[src/rtl/smb_scl_pkg.sv]
package smb_scl_pkg;
   typedef enum logic [1:0] {
      PH_IDLE = 2'd0,
      PH_LOW  = 2'd1,
      PH_WAIT = 2'd2,
      PH_HIGH = 2'd3
   } phase_t;
endpackage

[src/rtl/smb_scl_src_sel.sv]
module smb_scl_src_sel #(
   parameter int SEL_W = 2,
   localparam int NSRC = 1 << SEL_W
) (
   input  logic             clk,
   input  logic             rst_n,
   input  logic             load,
   input  logic [SEL_W-1:0] sel_in,
   input  logic [NSRC-1:0]  strobes,
   output logic             pulse
);
   logic [SEL_W-1:0] sel_q;
   logic [NSRC-1:0]  hit;

   always_ff @(posedge clk or negedge rst_n) begin
      if (!rst_n)    sel_q <= '0;
      else if (load) sel_q <= sel_in;
   end

   for (genvar k = 0; k < NSRC; k++) begin : g_lane
      assign hit[k] = strobes[k] && (sel_q == SEL_W'(k));
   end

   assign pulse = |hit;

   AST_ONE_LANE: assert property (@(posedge clk) disable iff (!rst_n)
      $onehot0(hit));
endmodule

[src/rtl/smb_scl_sync.sv]
module smb_scl_sync #(
   parameter int STAGES = 2
) (
   input  logic clk,
   input  logic rst_n,
   input  logic din,
   output logic dout
);
   logic [STAGES-1:0] chain;

   always_ff @(posedge clk or negedge rst_n) begin
      if (!rst_n) chain[0] <= 1'b1;
      else        chain[0] <= din;
   end

   for (genvar s = 1; s < STAGES; s++) begin : g_stage
      always_ff @(posedge clk or negedge rst_n) begin
         if (!rst_n) chain[s] <= 1'b1;
         else        chain[s] <= chain[s-1];
      end
   end

   assign dout = chain[STAGES-1];
endmodule

[src/rtl/smb_scl_phase.sv]
module smb_scl_phase
   import smb_scl_pkg::*;
#(
   parameter int LOW_OVF  = 2,
   parameter int HIGH_OVF = 1,
   localparam int MAXC  = (LOW_OVF > HIGH_OVF) ? LOW_OVF : HIGH_OVF,
   localparam int CNT_W = (MAXC < 2) ? 1 : $clog2(MAXC)
) (
   input  logic clk,
   input  logic rst_n,
   input  logic go,
   input  logic ovf,
   input  logic line_hi,
   output logic load_sel,
   output logic pull_low,
   output logic tick
);
   localparam logic [CNT_W-1:0] LOW_LAST  = CNT_W'(LOW_OVF - 1);
   localparam logic [CNT_W-1:0] HIGH_LAST = CNT_W'(HIGH_OVF - 1);

   phase_t           st, st_n;
   logic [CNT_W-1:0] cnt, cnt_n;
   logic             tick_n;

   always_comb begin
      st_n     = st;
      cnt_n    = cnt;
      tick_n   = 1'b0;
      load_sel = 1'b0;
      if (!go) begin
         st_n  = PH_IDLE;
         cnt_n = '0;
      end else begin
         case (st)
            PH_IDLE: begin
               st_n     = PH_LOW;
               cnt_n    = '0;
               load_sel = 1'b1;
            end
            PH_LOW: begin
               if (ovf) begin
                  if (cnt == LOW_LAST) begin
                     st_n  = PH_WAIT;
                     cnt_n = '0;
                  end else begin
                     cnt_n = cnt + 1'b1;
                  end
               end
            end
            PH_WAIT: begin
               if (line_hi) begin
                  st_n  = PH_HIGH;
                  cnt_n = '0;
               end
            end
            PH_HIGH: begin
               if (!line_hi) begin
                  st_n     = PH_LOW;
                  cnt_n    = '0;
                  load_sel = 1'b1;
               end else if (ovf) begin
                  if (cnt == HIGH_LAST) begin
                     st_n     = PH_LOW;
                     cnt_n    = '0;
                     tick_n   = 1'b1;
                     load_sel = 1'b1;
                  end else begin
                     cnt_n = cnt + 1'b1;
                  end
               end
            end
            default: st_n = PH_IDLE;
         endcase
      end
   end

   always_ff @(posedge clk or negedge rst_n) begin
      if (!rst_n) begin
         st   <= PH_IDLE;
         cnt  <= '0;
         tick <= 1'b0;
      end else begin
         st   <= st_n;
         cnt  <= cnt_n;
         tick <= tick_n;
      end
   end

   assign pull_low = (st == PH_LOW);

   AST_LOW_ENDS_ON_OVF: assert property (@(posedge clk) disable iff (!rst_n)
      $fell(pull_low) && $past(go) |-> $past(ovf));
   AST_TICK_SINGLE: assert property (@(posedge clk) disable iff (!rst_n)
      tick |=> !tick);
   AST_TICK_AFTER_RELEASE: assert property (@(posedge clk) disable iff (!rst_n)
      tick |-> $past(!pull_low) && $past(line_hi));
   AST_NO_TICK_IDLE: assert property (@(posedge clk) disable iff (!rst_n)
      !go |=> !tick);
endmodule

[src/rtl/smb_scl_gen.sv]
module smb_scl_gen #(
   parameter int SEL_W       = 2,
   parameter int LOW_OVF     = 2,
   parameter int HIGH_OVF    = 1,
   parameter int SYNC_STAGES = 2,
   localparam int NSRC = 1 << SEL_W
) (
   input  logic             clk,
   input  logic             rst_n,
   input  logic             enable,
   input  logic [SEL_W-1:0] src_sel,
   input  logic [NSRC-1:0]  ovf_strobe,
   input  logic             master_req,
   input  logic             scl_in,
   output logic             scl_pull_low,
   output logic             bit_tick
);
   if (LOW_OVF < 1) begin : g_bad_low
      $error("LOW_OVF must be at least 1");
   end
   if (HIGH_OVF < 1) begin : g_bad_high
      $error("HIGH_OVF must be at least 1");
   end
   if (SYNC_STAGES < 2) begin : g_bad_sync
      $error("SYNC_STAGES must be at least 2");
   end

   logic go, load_sel, sel_pulse, line_hi;

   assign go = enable && master_req;

   smb_scl_src_sel #(.SEL_W(SEL_W)) u_src (
      .clk     (clk),
      .rst_n   (rst_n),
      .load    (load_sel),
      .sel_in  (src_sel),
      .strobes (ovf_strobe),
      .pulse   (sel_pulse)
   );

   smb_scl_sync #(.STAGES(SYNC_STAGES)) u_sync (
      .clk   (clk),
      .rst_n (rst_n),
      .din   (scl_in),
      .dout  (line_hi)
   );

   smb_scl_phase #(.LOW_OVF(LOW_OVF), .HIGH_OVF(HIGH_OVF)) u_phase (
      .clk      (clk),
      .rst_n    (rst_n),
      .go       (go),
      .ovf      (sel_pulse),
      .line_hi  (line_hi),
      .load_sel (load_sel),
      .pull_low (scl_pull_low),
      .tick     (bit_tick)
   );

   AST_OFF_RELEASES: assert property (@(posedge clk) disable iff (!rst_n)
      !enable |=> !scl_pull_low && !bit_tick);
   AST_REQ_DROP_RELEASES: assert property (@(posedge clk) disable iff (!rst_n)
      !master_req |=> !scl_pull_low);
endmodule

[config.mk]
export PLATFORM = sky130hd
export DESIGN_NAME = smb_scl_gen
export DESIGN_NICKNAME = d
export VERILOG_FILES = /design/src/rtl/smb_scl_pkg.sv /design/src/rtl/smb_scl_src_sel.sv /design/src/rtl/smb_scl_sync.sv /design/src/rtl/smb_scl_phase.sv /design/src/rtl/smb_scl_gen.sv
export SDC_FILE = /design/constraint.sdc
export NUM_CORES = 1
export LEC_CHECK = 0
export BUFFER_PORTS_ARGS = -buffer_cell sky130_fd_sc_hd__buf_2
export CORE_AREA = 5 5 42 44
export DETAILED_ROUTE_END_ITERATION = 7
export DIE_AREA = 0 0 47 49
export PLACE_DENSITY = 0.66
export SYNTH_ARGS = -nofsm -noshare
export SYNTH_HDL_FRONTEND = slang
export SYNTH_SLANG_ARGS = --single-unit
[constraint.sdc]
create_clock -name clk -period 2 [get_ports clk]
set_input_delay 0.4 -clock clk [delete_from_list [all_inputs] [get_ports clk]]
set_output_delay 0.4 -clock clk [all_outputs]
set_load 0.1 [all_outputs]
# Word level (Yosys, flattened, before mapping)
# Index checks and enable logic that the tools add are counted.
# W data, S select, Z words.
dict set report totals {
  ff_bits 8
  in_bits 11
}
dict set report op_classes {
  addsub 1
  eq_ne 11
  mux 24
  n_reduce_logical 10
}
# operator count
set op_table {}
lappend op_table {{$mux W1} 14}
lappend op_table {{$mux W2} 7}
lappend op_table {{$ne A3 B3 Y1 const B} 3}
lappend op_table {{$eq A2 B2 Y1 const B} 4}
lappend op_table {{$ne A4 B4 Y1 const B} 2}
lappend op_table {{$pmux W2 S4} 1}
lappend op_table {{$logic_and A1 B1 Y1} 5}
lappend op_table {{$reduce_and A5 Y1} 1}
lappend op_table {{$eq A2 B1 Y1 const B} 2}
lappend op_table {{$logic_not A2 Y1} 2}
lappend op_table {{$pmux W1 S4} 1}
lappend op_table {{$reduce_or A4 Y1} 1}
lappend op_table {{$reduce_and A3 Y1} 1}
lappend op_table {{$pmux W1 S2} 1}
lappend op_table {{$add A1 B1 Y1 const B} 1}

# Longest topological paths before layout
dict set report depth {
  word_depth 7
  ltp_mapped 7
  ltp_nobuf 7
}

# By module
# Synthesis repeated with hierarchy kept, for this count alone.
dict set report hier_totals {
  hier_cells 44
  area_unflattened_um2 501.7
}
# mod instances cells_each area_per_inst_um2
set by_module_without_submodules {}
lappend by_module_without_submodules {smb_scl_phase 1 36 347.8}
lappend by_module_without_submodules {smb_scl_src_sel 1 5 95.1}
lappend by_module_without_submodules {smb_scl_sync 1 2 52.6}
lappend by_module_without_submodules {smb_scl_gen 1 1 6.3}

# Worst setup path before layout
# OpenSTA, ideal clock, no wires.
dict set report synth_timing {
  kind {register to register}
  start {register u_phase.st[1]}
  end {register u_phase.st[1]}
  arrival_time_ns 1.856
  required_ns 1.877
  path_slack_ns 0.021
  stages_incl_launch_ff 7
  path_cell_list {dfrtp_1 inv_1 ha_1 a21boi_1 a311oi_2 mux2i_1 nor2_1}
}
dict set report synth_via {
  elab_chain_cells 3
  word_cells_on_any_way 12
  classes_between {eq/ne: 8; mux: 2; reduce/logical: 2}
}
# element line_no
set synth_lines {}
lappend synth_lines {{start, declared} smb_scl_phase.sv:21} ;# phase_t st, st_n;
lappend synth_lines {{start signal, assigned} smb_scl_phase.sv:83} ;# st <= st_n;
lappend synth_lines {{$eq A2 B1 Y1 *} --}
lappend synth_lines {{net scl_pull_low} smb_scl_gen.sv:15} ;# output logic scl_pull_low,
lappend synth_lines {{$ne A3 B3 Y1 (no line) or $pmux W2 S4 (tied branches)} --}
lappend synth_lines {{$reduce_and A5 Y1 (no line) or $mux W2 (tied branches)} --}
# Mark *: on every way through the listed nets, which the timed path passes. The rest lies on a longest branch.
# A chain may end at the register's enable or synchronous reset.

# Worst setup path after layout
dict set report layout_timing {
  start {register u_phase.st[1]}
  end {output scl_pull_low}
}
dict set report layout_via {
  elab_chain_cells 1
}
# element line_no
set layout_lines {}
lappend layout_lines {{$eq A2 B1 Y1} smb_scl_phase.sv:89} ;# assign pull_low = (st == PH_LOW);
lappend layout_lines {{end, declared} smb_scl_gen.sv:15}
# No other way between the ends.

==> results_dict.tcl <==
set metrics [dict create \
    critical_path_arrival_ns 1.42 \
    mappedNetlistArea_um2 516.7 \
    netSwitchingFraction_pct 30.60 \
    worst_hold_startpoint "scl_in" \
    via_count 387 \
    worstReg2RegStart "u_src.sel_q[1]" \
    maxCapViolCount 0 \
    wl_per_cell_um 11.85 \
    first_pass_grt_wire_length_um 1476 \
    startpoint_of_the_most_critical_setup_path "u_phase.st[1]" \
    number_of_distinct_library_cells_after_synthesis 23 \
    maximum_number_of_pins_on_one_net_before_global_route_repair 9 \
    endpoint_kind "primary output" \
    die_width_um 47 \
    setup_viol 0 \
    slew_headroom_pct 67.78 \
    finalHoldViolations 0 \
    power.leakage_uw 0.0003087 \
    synth-edff-count 0 \
    flow.area_growth_from_synthesis_pct 22.52 \
    dpl-instance-area_um2 596.8 \
    htree_num_levels 1 \
    core_mm2 0.001401 \
    worstSetupStartpointType "flop" \
    required_ns 1.60 \
    boundaryPins 13 \
    detailed_router_iteration_count_before_antenna_repair 4 \
    power.clock.fraction_pct 26.5 \
    yosys-top-cells-area "dfrtp_1 29%, ha_1 12%, dfstp_2 10%" \
    routabilityCongestion 0.6787 \
    antenna-diode-count 0 \
    cts_inserted_buffers 3 \
    synth.largest_area_cell "dfrtp_1" \
    port_buffers 12 \
    timing.final.crit_period_ns 1.819 \
    status "finished, final reports clean" \
    height_of_the_die_um 49 \
    clockBufferDepth 2 \
    clk_pin_slew_worst_paths_ns 0.06 \
    cts.sinks 8 \
    p_per_area_mw_per_mm2 744.6 \
    worst_clock_skew_ns 0.009183 \
    yosys_top_cell_area_share_pct 29.06 \
    ctsResizeCount 0 \
    floorplan.initialDensity_pct 36.88 \
    avgViaCountPerCell 4.962 \
    async_sr_flop_fraction_pct 100.0 \
    final_core_util_pct 45.18 \
    power.share.combinational_pct 30.5 \
    drt.antenna.violating_nets 0 \
    cp_max_fo 4 \
    design.die.area_mm2 0.002303 \
    hp-class "in2reg" \
    root_buffer "clkbuf_4" \
    grt_setup_unrepaired "false" \
    cellInternalPower_uw 327.1 \
    placement_rows 14 \
    share_seq_of_total_power_pct 43.0 \
    post-route-cell-area_um2 633.1 \
    post-route-drc-count 0 \
    dominantRegCellSynth "dfrtp_1" \
    route.final.wire_length_um 924 \
    type_of_the_setup_path_with_the_least_slack "reg2out" \
    worst-slew-pin-transition_ns 0.4867 \
    vdd_ir_drop_max_v 0.0004164 \
    grt_antenna_before_repair 0 \
    ys_seq_area_share_pct 39.23 \
    syn_nets 61 \
    hpwl_dp_um 745.2 \
    net-switching-power_uw 144.3 \
    first_global_vias 385 \
    min_period_over_period_pct 90.97 \
    slew_viol_final 0 \
    drtIter0Drc 5 \
    design.final.nets 79 \
    grt_usage_pct 8.541 \
    maxClockFrequency_ghz 0.5496 \
    postSynthCellCount 45 \
    grt-ovfl-total 0 \
    cts_tree "built" \
    ys_seq_elements 8 \
    clock_insertion_delay_at_the_later_pin_of_the_skew_report_ns 0.25 \
    fin_setup_tns_ns 0 \
    synthesis.area_per_instance_um2 11.48 \
    share_of_cells_above_drive_strength_1_pct 35.48 \
    synth-warning-count 0 \
    final.fill_count 147 \
]
[cell type report]
cell class,instances,area (um^2),area share (%)
sequential,8,202.7,32.02
clock buffer,4,26.28,4.150
inverter,3,11.26,1.779
tap,16,20.02,3.162
timing repair buffer,13,70.07,11.07
multi-input combinational,34,302.8,47.83
[worst paths after layout]
check	cells after the start	to	slack, ns
max in group asynchronous	2	u_sync.chain[0]	1.24
max	3	scl_pull_low	0.18
max reg2reg	5	u_src.sel_q[0]	0.29
min in group asynchronous	2	u_phase.st[1]	0.52
min reg2reg	0	u_sync.dout	0.36
min	1	u_sync.chain[0]	0.26
[repair_timing]
item	in CTS	in global routing
endpoints found under the hold margin	6	0
setup endpoints to repair	0	0
setup buffers	0	0
hold buffers	1	0
[metrics by stage]
| stage | instances | hold WS, ns | power, uW | setup slack (ns) |
|---|---|---|---|---|
| floorplan | 45 | 0.1044 | 314.9 | 0.02130 |
| global placement | 73 | 0.2413 | 344.2 | 0.2899 |
| detailed placement | 73 | 0.2449 | 348.2 | 0.2544 |
| CTS | 78 | 0.2488 | 480.1 | 0.1689 |
| global route | 78 | 0.2548 | 500.1 | 0.1225 |
| finish | 78 | 0.2588 | 471.4 | 0.1806 |
[power by group through the flow]
stage | logic [uW] | registers, uW | clock network [uW]
after floorplan | 115 | 200 | 0
after global placement | 140 | 205 | 0
after detailed placement | 144 | 204 | 0
after CTS | 145 | 202 | 133
after global routing | 154 | 205 | 141
final | 144 | 203 | 125
[critical path: stages, from the launching register on]
cell and delay, ns:
dfrtp_1 0.41, inv_1 0.11, ha_1 0.21, buf_2 0.44
[sequential cells by signal, indices dropped and copies added, names as in the netlist]
signal / flops
u_phase.cnt: 1
u_sync.dout: 1
u_phase.tick: 1
u_phase.st: 2
u_src.sel_q: 2
u_sync.chain: 1
[layout by cell type (no fill, tap or decap), types with 2 or more instances in the layout]
cell type	n
nand2_1	4
mux2i_1	2
dfrtp_1	6
mux2_2	2
mux2_1	2
dfstp_2	2
nor2_1	5
ha_1	5
buf_2	12
clkbuf_4	3
inv_1	3
[synth_stat cells (2+ instances only)]
| cell type | count |
|---|---|
| dfrtp_1 | 6 |
| ha_1 | 5 |
| nor2_1 | 5 |
| nand2_1 | 4 |
| inv_1 | 3 |
| dfstp_2 | 2 |
| mux2_1 | 2 |
| mux2_2 | 2 |
| mux2i_1 | 2 |
[kinds of logic after synthesis]
logic type | synth area share (%)
DFF | 39.22
AOI/OAI and AO/OA | 17.43
muxes | 17.68
and+or+nand+nor | 11.38
adders and majority gates | 12.11
buffers and inverters | 2.179
[layer usage]
layer	GRT usage, %	routed length, um	vias up
met2	13.35	478	8
li1	-	-	196
met5	0	0	-
met3	1.107	41	0
met4	4.147	0	0
met1	11.14	405	183
No activity file was read; power rests on OpenSTA's default activity.
